**src/rtl/rsched_pkg.sv**
```systemverilog
package rsched_pkg;

  typedef enum logic [1:0] {
    REL_FREE   = 2'b00,
    REL_FIRST  = 2'b01,
    REL_SECOND = 2'b10,
    REL_CLASH  = 2'b11
  } pairRel_e;

  // strobes from the grant control toward the relation datapath
  typedef struct packed {
    logic forceSerial;
  } schedStrobe_t;

endpackage

```
**src/rtl/rsched_relation.sv**
```systemverilog
module rsched_relation
  import rsched_pkg::*;
#(
  parameter int N = 4,
  parameter int M = 8
) (
  input  logic [N*M-1:0]   readMask,
  input  logic [N*M-1:0]   writeMask,
  input  schedStrobe_t     strobe,
  output logic [N*N*2-1:0] pairRel,
  output logic [N*N-1:0]   conflictMat
);

  localparam int PairBits = 2;

  for (genvar gi = 0; gi < N; gi++) begin : g_row
    for (genvar gj = 0; gj < N; gj++) begin : g_col
      if (gi < gj) begin : g_upper
        logic rdJwrI, rdIwrJ, wrBoth;
        pairRel_e code;
        assign rdJwrI = |(readMask[gj*M +: M] & writeMask[gi*M +: M]);
        assign rdIwrJ = |(readMask[gi*M +: M] & writeMask[gj*M +: M]);
        assign wrBoth = |(writeMask[gi*M +: M] & writeMask[gj*M +: M]);
        always_comb begin
          if (wrBoth)                 code = REL_CLASH;
          else if (!rdJwrI && !rdIwrJ) code = REL_FREE;
          else if (!rdJwrI)           code = REL_FIRST;
          else if (!rdIwrJ)           code = REL_SECOND;
          else                        code = REL_CLASH;
        end
        assign pairRel[(gi*N+gj)*PairBits +: PairBits] = code;
        assign conflictMat[gi*N+gj] = (code == REL_CLASH) || strobe.forceSerial;
      end else if (gi == gj) begin : g_diag
        assign pairRel[(gi*N+gj)*PairBits +: PairBits] = REL_FREE;
        assign conflictMat[gi*N+gj] = 1'b0;
      end else begin : g_lower
        assign pairRel[(gi*N+gj)*PairBits +: PairBits] = REL_FREE;
        assign conflictMat[gi*N+gj] = conflictMat[gj*N+gi];
      end
    end
  end

endmodule

```
**src/rtl/rsched_grant.sv**
```systemverilog
module rsched_grant
  import rsched_pkg::*;
#(
  parameter int N = 4
) (
  input  logic [N-1:0]   ready,
  input  logic           serialMode,
  input  logic [N*N-1:0] conflictMat,
  output schedStrobe_t   strobe,
  output logic [N-1:0]   fire
);

  assign strobe.forceSerial = serialMode;

  always_comb begin
    logic ok;
    fire = '0;
    for (int k = 0; k < N; k++) begin
      ok = ready[k];
      for (int j = 0; j < N; j++) begin
        if (j < k && fire[j] && conflictMat[j*N+k]) ok = 1'b0;
      end
      fire[k] = ok;
    end
  end

  always_comb begin
    logic seen;

    fire_subset_chk: assert ((fire & ~ready) == '0)
      else $error("fire outside ready");
    seen = 1'b0;
    for (int k = 0; k < N; k++) begin
      if (ready[k] && !seen) begin

        lowest_fires_chk: assert (fire[k])
          else $error("lowest ready action not granted");
        seen = 1'b1;
      end
    end
    for (int a = 0; a < N; a++) begin
      for (int b = 0; b < N; b++) begin
        if (a < b && fire[a] && fire[b]) begin

          no_clash_pair_chk: assert (!conflictMat[a*N+b])
            else $error("two clashing actions granted");
        end
      end
    end
  end

endmodule

```
**src/rtl/rsched_top.sv**
```systemverilog
module rsched_top
  import rsched_pkg::*;
#(
  parameter int N = 4,
  parameter int M = 8
) (
  input  logic [N-1:0]     ready,
  input  logic [N*M-1:0]   readMask,
  input  logic [N*M-1:0]   writeMask,
  input  logic             serialMode,
  output logic [N-1:0]     fire,
  output logic [N*N*2-1:0] pairRel
);

  schedStrobe_t   strobe;
  logic [N*N-1:0] conflictMat;

  rsched_relation #(.N(N), .M(M)) i_relation (
    .readMask   (readMask),
    .writeMask  (writeMask),
    .strobe     (strobe),
    .pairRel    (pairRel),
    .conflictMat(conflictMat)
  );

  rsched_grant #(.N(N)) i_grant (
    .ready      (ready),
    .serialMode (serialMode),
    .conflictMat(conflictMat),
    .strobe     (strobe),
    .fire       (fire)
  );

  always_comb begin

    serial_onehot_chk: assert (!serialMode || $onehot0(fire))
      else $error("more than one grant in serial mode");
    for (int i = 0; i < N; i++) begin
      for (int j = 0; j < N; j++) begin
        if (i < j && |(writeMask[i*M +: M] & writeMask[j*M +: M])) begin

          write_overlap_chk: assert (pairRel[(i*N+j)*2 +: 2] == 2'b11)
            else $error("write overlap not flagged as clash");
        end
        if (i >= j) begin

          lower_zero_chk: assert (pairRel[(i*N+j)*2 +: 2] == 2'b00)
            else $error("non-upper pair entry not zero");
        end
      end
    end
  end

endmodule

```
**config.mk**
```make
export PLATFORM = sky130hd
export DESIGN_NAME = rsched_top
export DESIGN_NICKNAME = d
export VERILOG_FILES = /design/src/rtl/rsched_pkg.sv /design/src/rtl/rsched_relation.sv /design/src/rtl/rsched_grant.sv /design/src/rtl/rsched_top.sv
export SDC_FILE = /design/constraint.sdc
export NUM_CORES = 1
export LEC_CHECK = 0
export ABC_AREA = 1
export BUFFER_PORTS_ARGS = -buffer_cell sky130_fd_sc_hd__buf_2
export CELL_PAD_IN_SITES_DETAIL_PLACEMENT = 0
export CELL_PAD_IN_SITES_GLOBAL_PLACEMENT = 1
export CORE_MARGIN = 2
export CORE_UTILIZATION = 22
export DETAILED_ROUTE_END_ITERATION = 6
export GPL_ROUTABILITY_DRIVEN = 0
export GPL_TIMING_DRIVEN = 0
export PLACE_DENSITY = 0.85
export SYNTH_ARGS = -nofsm -noshare
export SYNTH_HDL_FRONTEND = slang
export SYNTH_SLANG_ARGS = --single-unit
```
**constraint.sdc**
```tcl
create_clock -name vclk -period 0.9
set_clock_uncertainty 0.15 [all_clocks]
set_input_delay 0.045 -clock vclk [all_inputs]
set_output_delay 0.045 -clock vclk [all_outputs]
set_load 0.05 [all_outputs]
```
==> results.txt, run 1 <==
----------------------------------------------------
[Status]
  Status ... complete, but fails checks
  Failing checks ... negative setup slack

[Drt]
  Vias ... 2,396
  Antenna viol nets, final ... 0
  DRT iter0 DRCs ... 96
  Wire length reported by the detailed router ... 6660 um
  Detailed-routing iteration count for the pre-antenna-repair pass ... 4
  WL per Instance ... 12.8 um
  Mean number of vias per cell ... 4.62
  DRC violation count after routing ... 0

[Critical path]
  Startpoint type of the worst setup path ... input port
  Crit path kind ... in2out
  Critical path capture point ... fire[3]
  Capturing element type of the critical path ... primary output
  Start point of the critical path ... readMask[19]
  Data arrival time of the critical path ... 1.26 ns
  Top fanout value on the critical path ... 3
  Worst endpoint required time ... 0.70 ns

[Power]
  Pwr Density ... 545 nW/um2
  Internal power ... 0.692 mW
  Portion of total power attributed to the clock network ... 0
  Switching power share of the total ... 0.582
  Proportion of power drawn by flip-flops and latches ... 0
  Total net switching power ... 0.965 mW
  Combinational group share of total power ... 1.000
  Max IR drop VDD ... 0.273 mV
  Reported leakage power ... 1.63 nW

[Yosys]
  Ranking of synthesized cells by area ... sky130_fd_sc_hd__nand2_1, sky130_fd_sc_hd__buf_4, sky130_fd_sc_hd__nor2_1
  Proportion of netlist area held by the largest area contributor ... 0.550
  Mean instance size in the synthesized netlist ... 4.32 um2
  Top post-synthesis cells by count ... sky130_fd_sc_hd__nand2_1, sky130_fd_sc_hd__nor2_1, sky130_fd_sc_hd__buf_4
  Library cell with the highest instance count after synthesis ... sky130_fd_sc_hd__nand2_1
  Cell type with the largest total area after synthesis ... sky130_fd_sc_hd__nand2_1
  Post-synthesis cell count ... 324
  Share of the yosys chip area belonging to registers ... 0
  Synth Cell Area ... 1400 um2
  Number of distinct library cell variants in the gate-level netlist after synthesis ... 17
  YS warnings ... 0

[Global route]
  Largest net degree at the start of global routing ... 7
  Via count of the first global-routing pass ... 2,197
  Global router's overall resource usage ... 0.167
  First-pass GRT wire length ... 9780 um
  Total congestion overflow after global routing ... 0
  Initial antenna violation count ... 0

[Final layout]
  Clock tree buffer count of the final layout ... 0
  Total Nets Final ... 513
  Storage element area ... 0 um2
  Layout cell share with drive strength beyond 1 ... 0.563
  Total number of sequential cells ... 0
  Fraction of the core area covered by cells at the end of the flow ... 0.487
  Final cell count without fillers ... 519
  Area growth syn-to-layout ... 117%
  Number of antenna repair diodes ... 0

[Die]
  Full die area ... 7010 um2
  Vertical die dimension ... 83.7 um
  Core outline area ... 6240 um2
  I/O pin cnt ... 105
  Floorplan die width ... 83.7 um
  Effective utilization at floorplan ... 0.224
  Num rows ... 29

[Placed design]
  Worst-case setup slack after placement ... -0.818 ns
  Port-buffer cells ... 85
  Total half-perimeter wirelength after legalization and detailed placement ... 5090 um
  Placed Cells incl. Taps ... 505

[STA]
  Unrepaired setup endpoints after global routing ... yes
  Maximum clock frequency ... 686 MHz
  Post-route worst setup slack ... -0.559 ns
  Final number of setup-violating endpoints ... 15
  Final max-slew violation count ... 0
  Post-route fraction of the period consumed by the critical path ... 1.62
  Crit path time final ... 1.46 ns
  Hold Fails Final Rpt ... 0

[Run]
  Max-capacitance violation count ... 0

[Worst hold path]
  Number of cells on the worst hold path ... 3
  Class of the worst hold path ... in2out

----------------------------------------------------
==> cell families after synthesis <==
group	share of synthesized area
compound gates	0.108
buf+inv	0.166
other cells	0.00268
simple gates	0.723
==> power by group through the flow <==
| stage | combinational, mW | clock (mW) | sequential [mW] |
|---|---|---|---|
| after global routing | 1.78 | 0 | 0 |
| after CTS | 1.36 | 0 | 0 |
| after detailed placement | 1.13 | 0 | 0 |
| final | 1.66 | 0 | 0 |
| after floorplan | 0.718 | 0 | 0 |
| after global placement | 1.12 | 0 | 0 |
==> final cells by class <==
| cell class | count | area (um2) |
|---|---|---|
| Multi-Input combinational cell | 302 | 1730 |
| Tap cell | 77 | 96.3 |
| Buffer | 21 | 158 |
| Timing Repair Buffer | 99 | 972 |
| Fill cell | 653 | 3200 |
| Inverter | 20 | 87.6 |
==> through the flow <==
step / hold WS (ns) / TNS [ns] / cell area [um2] / power [mW]
floorplan: 0.0891 / -1.21 / 1550 / 0.718
global placement: 0.354 / -4.88 / 2080 / 1.12
detailed placement: 0.360 / -4.96 / 2080 / 1.13
CTS: 0.303 / -3.57 / 2540 / 1.36
global route: 0.314 / -4.75 / 3040 / 1.78
finish: 0.303 / -3.86 / 3040 / 1.66
==> critical path: stages <==
cell and delay, ns:
sky130_fd_sc_hd__buf_2 0.12, sky130_fd_sc_hd__nand2_1 0.09, sky130_fd_sc_hd__nand2_2 0.07, sky130_fd_sc_hd__nor2_4 0.11, sky130_fd_sc_hd__nand2_2 0.06, sky130_fd_sc_hd__a21oi_2 0.13, sky130_fd_sc_hd__nand2_1 0.08, sky130_fd_sc_hd__a21oi_2 0.14
sky130_fd_sc_hd__nand3_1 0.10, sky130_fd_sc_hd__nand2_2 0.08, sky130_fd_sc_hd__clkinvlp_4 0.08, sky130_fd_sc_hd__buf_8 0.15
==> repair_timing <==
action                                  4_1_cts  5_1_grt
setup buffers                                 6        8
pin swaps                                    39       56
endpoints found under the setup margin       15       15
hold endpoints to repair                      0        0
hold buffers                                  0        0
gates resized for setup                     140      131
==> worst min-delay path by stage <==
| stage | start | end | slack (ns) |
|---|---|---|---|
| after global placement | ready[0] | fire[1] | 0.35 |
| final | ready[0] | fire[1] | 0.30 |
| after floorplan | ready[0] | fire[1] | 0.09 |
| after global routing | ready[0] | fire[1] | 0.31 |
| after detailed placement | ready[0] | fire[1] | 0.36 |
| after CTS | ready[0] | fire[1] | 0.30 |
==> cell usage in the layout (no fill, tap or decap), types with 5 or more instances in the layout <==
| master | netlist | layout |
|---|---|---|
| sky130_fd_sc_hd__nand2_2 | 1 | 47 |
| sky130_fd_sc_hd__inv_2 | 0 | 7 |
| sky130_fd_sc_hd__nand3_2 | 2 | 8 |
| sky130_fd_sc_hd__buf_4 | 21 | 35 |
| sky130_fd_sc_hd__buf_8 | 0 | 10 |
| sky130_fd_sc_hd__inv_1 | 20 | 9 |
| sky130_fd_sc_hd__nand2_1 | 205 | 139 |
| sky130_fd_sc_hd__conb_1 | 1 | 20 |
| sky130_fd_sc_hd__nor2_2 | 3 | 19 |
| sky130_fd_sc_hd__buf_2 | 0 | 26 |
| sky130_fd_sc_hd__a22o_1 | 6 | 6 |
| sky130_fd_sc_hd__nand2_4 | 0 | 20 |
| sky130_fd_sc_hd__buf_6 | 0 | 45 |
| sky130_fd_sc_hd__a21oi_2 | 1 | 5 |
| sky130_fd_sc_hd__nor2_4 | 0 | 13 |
==> per-layer routing <==
| metal | track usage | part of all wire |
|---|---|---|
| met1 | 0.223 | 0.42 |
| met2 | 0.292 | 0.48 |
| met3 | 0.0227 | 0.079 |
| met4 | 0.0220 | 0.018 |
| met5 | 0 | 0 |
(Power assumes the default switching activity.)
==> run 2, diff against run 1 <==
Settings changed: RECOVER_POWER set to 25.
==> run 2 against run 1 <==
Net effect: the flow still finishes with violations (negative setup slack); core utilization unchanged; power barely moved; sequential share of layout area unchanged; global-route usage stayed put; wire length did not move; via count did not move; first-iteration DRC count stayed put; worst setup slack stayed put; maximum frequency did not move; critical endpoint unchanged; largest power group unchanged.
==> results.txt, run 2 (same netlist as run 1, synthesis figures left out) <==
----------------------------------------------------
[Power]
  Total power draw ... 1.66 mW (about the same)
  Reported leakage power ... 1.63 nW (about the same)
  Max IR drop VDD ... 0.273 mV (unchanged)
  Pwr Density ... 545 nW/um2 (about the same)

[Critical path]
  Critical Path Most Common Cell ... sky130_fd_sc_hd__nand2_2
  Number of buffers and inverters on the critical path ... 3 (unchanged)
  Worst endpoint required time ... 0.70 ns (about the same)
  Capturing element type of the critical path ... primary output
  Top fanout value on the critical path ... 3 (unchanged)
  Startpoint type of the worst setup path ... input port
  Crit path kind ... in2out
  Delay-heaviest family, CP ... simple AND/OR/NAND/NOR gates
  Largest incremental delay on the critical path ... 0.15 ns (about the same)
  Total number of cells along the worst setup path ... 12 (unchanged)
  Slowest stage cell on the critical path ... sky130_fd_sc_hd__buf_8
  Sequence of cells on the critical path ... buf_2 > nand2_1 > nand2_2 > nor2_4 > nand2_2 > a21oi_2 > nand2_1 > a21oi_2 > nand3_1 > nand2_2 > clkinvlp_4 > buf_8
  Data arrival time of the critical path ... 1.26 ns (about the same)

[Global route]
  Initial antenna violation count ... 0 (unchanged)
  Global router's overall resource usage ... 0.167 (unchanged)
  Via count of the first global-routing pass ... 2,197 (unchanged)
  Total congestion overflow after global routing ... 0 (unchanged)
  Largest net degree at the start of global routing ... 7 (unchanged)
  First-pass GRT wire length ... 9780 um (unchanged)

[Worst hold path]
  Class of the worst hold path ... in2out
  Number of cells on the worst hold path ... 3 (unchanged)

[STA]
  Min Hold Slack ... 0.303 ns (unchanged)
  Post-route fraction of the period consumed by the critical path ... 1.62 (unchanged)
  Post-route worst setup slack ... -0.559 ns (unchanged)
  Unrepaired setup endpoints after global routing ... yes
  Maximum clock frequency ... 686 MHz (unchanged)
  Final number of setup-violating endpoints ... 15 (unchanged)
  Final max-slew violation count ... 0 (unchanged)
  Crit path time final ... 1.46 ns (unchanged)
  Hold Fails Final Rpt ... 0 (unchanged)

[Final layout]
  Commonest cells after routing, fill and taps aside ... sky130_fd_sc_hd__nand2_1, sky130_fd_sc_hd__nand2_2, sky130_fd_sc_hd__buf_6, sky130_fd_sc_hd__buf_4, sky130_fd_sc_hd__buf_2
  Storage element area ... 0 um2 (unchanged)
  Area of all placed cells without fillers ... 3040 um2 (unchanged)
  Fraction of the core area covered by cells at the end of the flow ... 0.487 (unchanged)
  Clock tree buffer count of the final layout ... 0 (unchanged)
  Number of antenna repair diodes ... 0 (unchanged)
  Layout cell share with drive strength beyond 1 ... 0.563 (unchanged)
  Total number of sequential cells ... 0 (unchanged)
  Area growth syn-to-layout ... 117% (unchanged)
  Total Nets Final ... 513 (unchanged)
  Most common cell after layout, fill and taps aside ... sky130_fd_sc_hd__nand2_1

[Drt]
  DRT iter0 DRCs ... 96 (unchanged)
  Antenna viol nets, final ... 0 (unchanged)
  Mean number of vias per cell ... 4.62 (unchanged)
  Vias ... 2,396 (unchanged)
  Detailed-routing iteration count for the pre-antenna-repair pass ... 4 (unchanged)
  WL per Instance ... 12.8 um (unchanged)
  Wire length reported by the detailed router ... 6660 um (unchanged)
  DRC violation count after routing ... 0 (unchanged)

[Status]
  Failing checks ... negative setup slack
  Status ... complete, but fails checks

[Die]
  Num rows ... 29 (unchanged)
  Core outline area ... 6240 um2 (unchanged)
  Full die area ... 7010 um2 (unchanged)
  Floorplan die width ... 83.7 um (unchanged)
  Effective utilization at floorplan ... 0.224 (unchanged)
  Vertical die dimension ... 83.7 um (unchanged)
  I/O pin cnt ... 105 (unchanged)

[Placed design]
  Cell Area, Placed ... 2080 um2 (unchanged)
  Total half-perimeter wirelength after legalization and detailed placement ... 5090 um (unchanged)
  Port-buffer cells ... 85 (unchanged)

[Run]
  Max-capacitance violation count ... 0 (unchanged)

[Clock network]
  Hold Buf Count CTS ... 0 (unchanged)

----------------------------------------------------
## run 2: routing by layer
layer  vias up  GRT usage  part of all wire
li1       1198          -                 -
met1      1083      0.223              0.42
met2       105      0.292              0.48
met3        10     0.0227             0.079
met4         0     0.0220             0.018
met5         -          0                 0
## run 2: final timing paths
path,from,to,slack [ns]
setup / recovery,readMask[19],fire[3],-0.56
hold / removal,ready[0],fire[1],0.30
## run 2: timing repair
| action | in CTS | in global routing |
|---|---|---|
| setup endpoints to repair | 15 | 15 |
| gates resized for setup | 140 | 131 |
| pin swaps | 39 | 56 |
| setup buffers | 6 | 8 |
## run 2: tightest hold or removal path, stage by stage
cell	delay (ns)
sky130_fd_sc_hd__buf_2	0.15
sky130_fd_sc_hd__a21boi_2	0.07
sky130_fd_sc_hd__buf_6	0.14
## run 2: area by class of cell
| class | instances | area (um2) |
|---|---|---|
| well taps | 77 | 96.3 |
| inverters | 20 | 87.6 |
| multi-input cells | 302 | 1730 |
| fillers | 653 | 3200 |
| plain buffers | 21 | 158 |
| repair buffers | 99 | 972 |
## run 2: power breakdown
part / internal, mW / switching [mW]
combinational: 0.692 / 0.965
sequential: 0 / 0
clock: 0 / 0
total: 0.692 / 0.965
## run 2: stage by stage
| step | cells | setup WS (ns) | TNS [ns] |
|---|---|---|---|
| 2_1_floorplan | 343 | -0.323 | -1.21 |
| 3_3_place_gp | 505 | -0.798 | -4.88 |
| 3_5_place_dp | 505 | -0.818 | -4.96 |
| 4_1_cts | 511 | -0.570 | -3.57 |
| 5_1_grt | 519 | -0.666 | -4.75 |
| 6_report | 519 | -0.559 | -3.86 |
==> run 3, diff against run 2 <==
Settings changed: ABC_AREA 1 to not set.
==> run 3 against run 2 <==
Net effect: the flow still finishes with violations (negative setup slack); clock-buffer cell count is the same; sequential share of layout area did not move; wire length shrank 12%; global-route usage grew 3.3 points; final cell count down 41%; first-iteration DRC count rose by 15%; flip-flop and latch count unchanged; maximum frequency decreased by 14%; critical path type unchanged; highest routed layer unchanged.
==> results.txt, run 3 <==
----------------------------------------------------
[Yosys]
  Arithmetic-cell share of the synthesized area counting full adders, half adders and majority gates ... 0 (unchanged)
  Area share of and/or/nand/nor cells after synthesis ... 0.246 (-0.477)
  Synth Cell Area ... 1070 um2 (-24%)
  Ranking of synthesized cells by area ... sky130_fd_sc_hd__a22oi_1, sky130_fd_sc_hd__buf_4, sky130_fd_sc_hd__and4_1
  Mean instance size in the synthesized netlist ... 7.41 um2 (+72%)
  Complex-gate fraction of the synthesized area ... 0.592 (+0.484)
  Dominant combinational cell family by area after synthesis ... compound AO/OA/AOI/OAI gates
  Library cell with the highest instance count after synthesis ... sky130_fd_sc_hd__a22oi_1
  Cell type with the largest total area after synthesis ... sky130_fd_sc_hd__a22oi_1
  Proportion of netlist area held by the largest area contributor ... 0.506 (-0.0436)
  Mux contribution to synthesized area ... 0 (unchanged)
  Share of the yosys chip area belonging to registers ... 0 (unchanged)
  Number of distinct library cell variants in the gate-level netlist after synthesis ... 20 (+3)
  Post-synthesis cell count ... 144 (-56%)
  YS warnings ... 0 (unchanged)
  Post-synthesis xor/xnor area fraction ... 0 (unchanged)
  Top post-synthesis cells by count ... sky130_fd_sc_hd__a22oi_1, sky130_fd_sc_hd__buf_4, sky130_fd_sc_hd__and4_1

[Global route]
  Busiest layer in global routing ... met2
  First-pass GRT wire length ... 8650 um (-12%)
  Global router's overall resource usage ... 0.200 (+0.0331)
  Total congestion overflow after global routing ... 0 (unchanged)
  Met3 global-route usage ... 0.0247 (+0.00194)
  Met1 Resource Use GR ... 0.271 (+0.0486)
  Largest net degree at the start of global routing ... 8 (+1)
  Initial antenna violation count ... 0 (unchanged)
  Via count of the first global-routing pass ... 1,703 (-22%)
  Met2 Usage GRT ... 0.334 (+0.0427)

[Final layout]
  Fraction of the core area covered by cells at the end of the flow ... 0.475 (-0.0118)
  Clock tree buffer count of the final layout ... 0 (unchanged)
  Final cell count without fillers ... 308 (-41%)
  Storage element area ... 0 um2 (unchanged)
  Number of antenna repair diodes ... 0 (unchanged)
  Total Nets Final ... 325 (-37%)
  Most common cell after layout, fill and taps aside ... sky130_fd_sc_hd__a22oi_1
  Total number of sequential cells ... 0 (unchanged)
  Area growth syn-to-layout ... 109%
  Area of all placed cells without fillers ... 2230 um2 (-27%)
  Layout cell share with drive strength beyond 1 ... 0.677 (+0.114)
  Commonest cells after routing, fill and taps aside ... sky130_fd_sc_hd__a22oi_1, sky130_fd_sc_hd__buf_2, sky130_fd_sc_hd__buf_4, sky130_fd_sc_hd__a22oi_2, sky130_fd_sc_hd__buf_6

[Placed design]
  Total half-perimeter wirelength after legalization and detailed placement ... 4510 um (-12%)
  Placed Cells incl. Taps ... 302 (-40%)
  Port-buffer cells ... 85 (unchanged)
  Cell Area, Placed ... 1680 um2 (-19%)

[Die]
  Vertical die dimension ... 73.7 um (-12%)
  Full die area ... 5420 um2 (-23%)
  I/O pin cnt ... 105 (unchanged)
  Num rows ... 25 (-14%)
  Core outline area ... 4690 um2 (-25%)
  Floorplan die width ... 73.7 um (-12%)
  Effective utilization at floorplan ... 0.227 (+0.00333)

[Drt]
  Detailed-routing iteration count for the pre-antenna-repair pass ... 6 (+2)
  Mean number of vias per cell ... 5.91 (+28%)
  Vias ... 1,821 (-24%)
  DRC violation count after routing ... 0 (unchanged)
  WL per Instance ... 18.9 um (+47%)
  Antenna viol nets, final ... 0 (unchanged)
  DRT iter0 DRCs ... 110 (+15%)
  Wire length reported by the detailed router ... 5830 um (-12%)

[Status]
  Status ... complete, but fails checks
  Failing checks ... negative setup slack

[STA]
  Final max-slew violation count ... 0 (unchanged)
  Min Hold Slack ... 0.333 ns (+0.0301 ns)
  Crit path time final ... 1.70 ns (+0.237 ns)
  Post-route fraction of the period consumed by the critical path ... 1.88 (+0.264)
  Maximum clock frequency ... 590 MHz (-14%)
  Unrepaired setup endpoints after global routing ... yes
  Hold Fails Final Rpt ... 0 (unchanged)
  Final number of setup-violating endpoints ... 15 (unchanged)
  Post-route worst setup slack ... -0.796 ns (-0.237 ns)

[Critical path]
  Data arrival time of the critical path ... 1.50 ns (+0.24 ns)
  Worst endpoint required time ... 0.70 ns (about the same)
  Capturing element type of the critical path ... primary output
  Startpoint type of the worst setup path ... input port
  Top fanout value on the critical path ... 6 (+3)
  Crit path kind ... in2out

[Worst hold path]
  Class of the worst hold path ... in2out
  Number of cells on the worst hold path ... 3 (unchanged)

[Power]
  Max IR drop VDD ... 0.323 mV (+18%)
  Pwr Density ... 566 nW/um2 (+3.7%)
  Reported leakage power ... 1.03 nW (-37%)
  Total power draw ... 1.26 mW (-24%)

[Clock network]
  Hold Buf Count CTS ... 0 (unchanged)

[Run]
  Max-capacitance violation count ... 0 (unchanged)

----------------------------------------------------
[run 3: cell count changes after synthesis, moves of 12 or more]
cell                      previous run  this run
sky130_fd_sc_hd__inv_1              20         3
sky130_fd_sc_hd__nor2_1             33         0
sky130_fd_sc_hd__nand3_1            12         0
sky130_fd_sc_hd__a22oi_1             0        72
sky130_fd_sc_hd__nand2_1           205        13
sky130_fd_sc_hd__and4_1              0        14
[run 3: kinds of logic after synthesis]
| group | count (synthesis) |
|---|---|
| buffers and inverters | 24 |
| other | 1 |
| AND/OR/NAND/NOR | 38 |
| AO/OA/AOI/OAI | 81 |
[run 3: worst paths after layout]
check,from,endpoint,slack [ns]
max,writeMask[1],fire[3],-0.80
min,ready[0],fire[1],0.33
[run 3: layout make-up]
type	instances	area (um2)
Inverter	3	11.3
Multi-Input combinational cell	139	1190
Buffer	21	158
Tap cell	54	67.6
Fill cell	462	2460
Timing Repair Buffer	91	806
[run 3: timing repair]
item                                    4_1_cts  5_1_grt
buffers inserted                              3        4
gates resized for setup                      96       63
cloned                                        0        0
pin swaps                                    28       18
endpoints found under the setup margin       15       15
[run 3: stage by stage]
step / TNS [ns] / worst slack (ns)
finish: -4.30 / -0.796
global route: -4.75 / -0.833
CTS: -4.00 / -0.784
detailed placement: -5.16 / -0.942
global placement: -5.13 / -0.968
floorplan: -2.01 / -0.754
[run 3: critical path, stage by stage]
cell	delay [ns]
sky130_fd_sc_hd__buf_4	0.15
sky130_fd_sc_hd__a22oi_2	0.15
sky130_fd_sc_hd__and4_4	0.26
sky130_fd_sc_hd__o211ai_4	0.08
sky130_fd_sc_hd__a221o_1	0.41
sky130_fd_sc_hd__a211oi_4	0.21
sky130_fd_sc_hd__buf_6	0.18
[run 3: power breakdown]
| part | leakage (nW) | internal (mW) | switching, mW |
|---|---|---|---|
| logic | 1.03 | 0.563 | 0.699 |
| clock network | 0 | 0 | 0 |
| registers | 0 | 0 | 0 |
| total | 1.03 | 0.563 | 0.699 |
[run 3: layer usage]
| layer | routed length (um) | part of all wire |
|---|---|---|
| met1 | 2180 | 0.37 |
| met4 | 116 | 0.020 |
| met3 | 740 | 0.13 |
| met5 | 0 | 0 |
| met2 | 2800 | 0.48 |
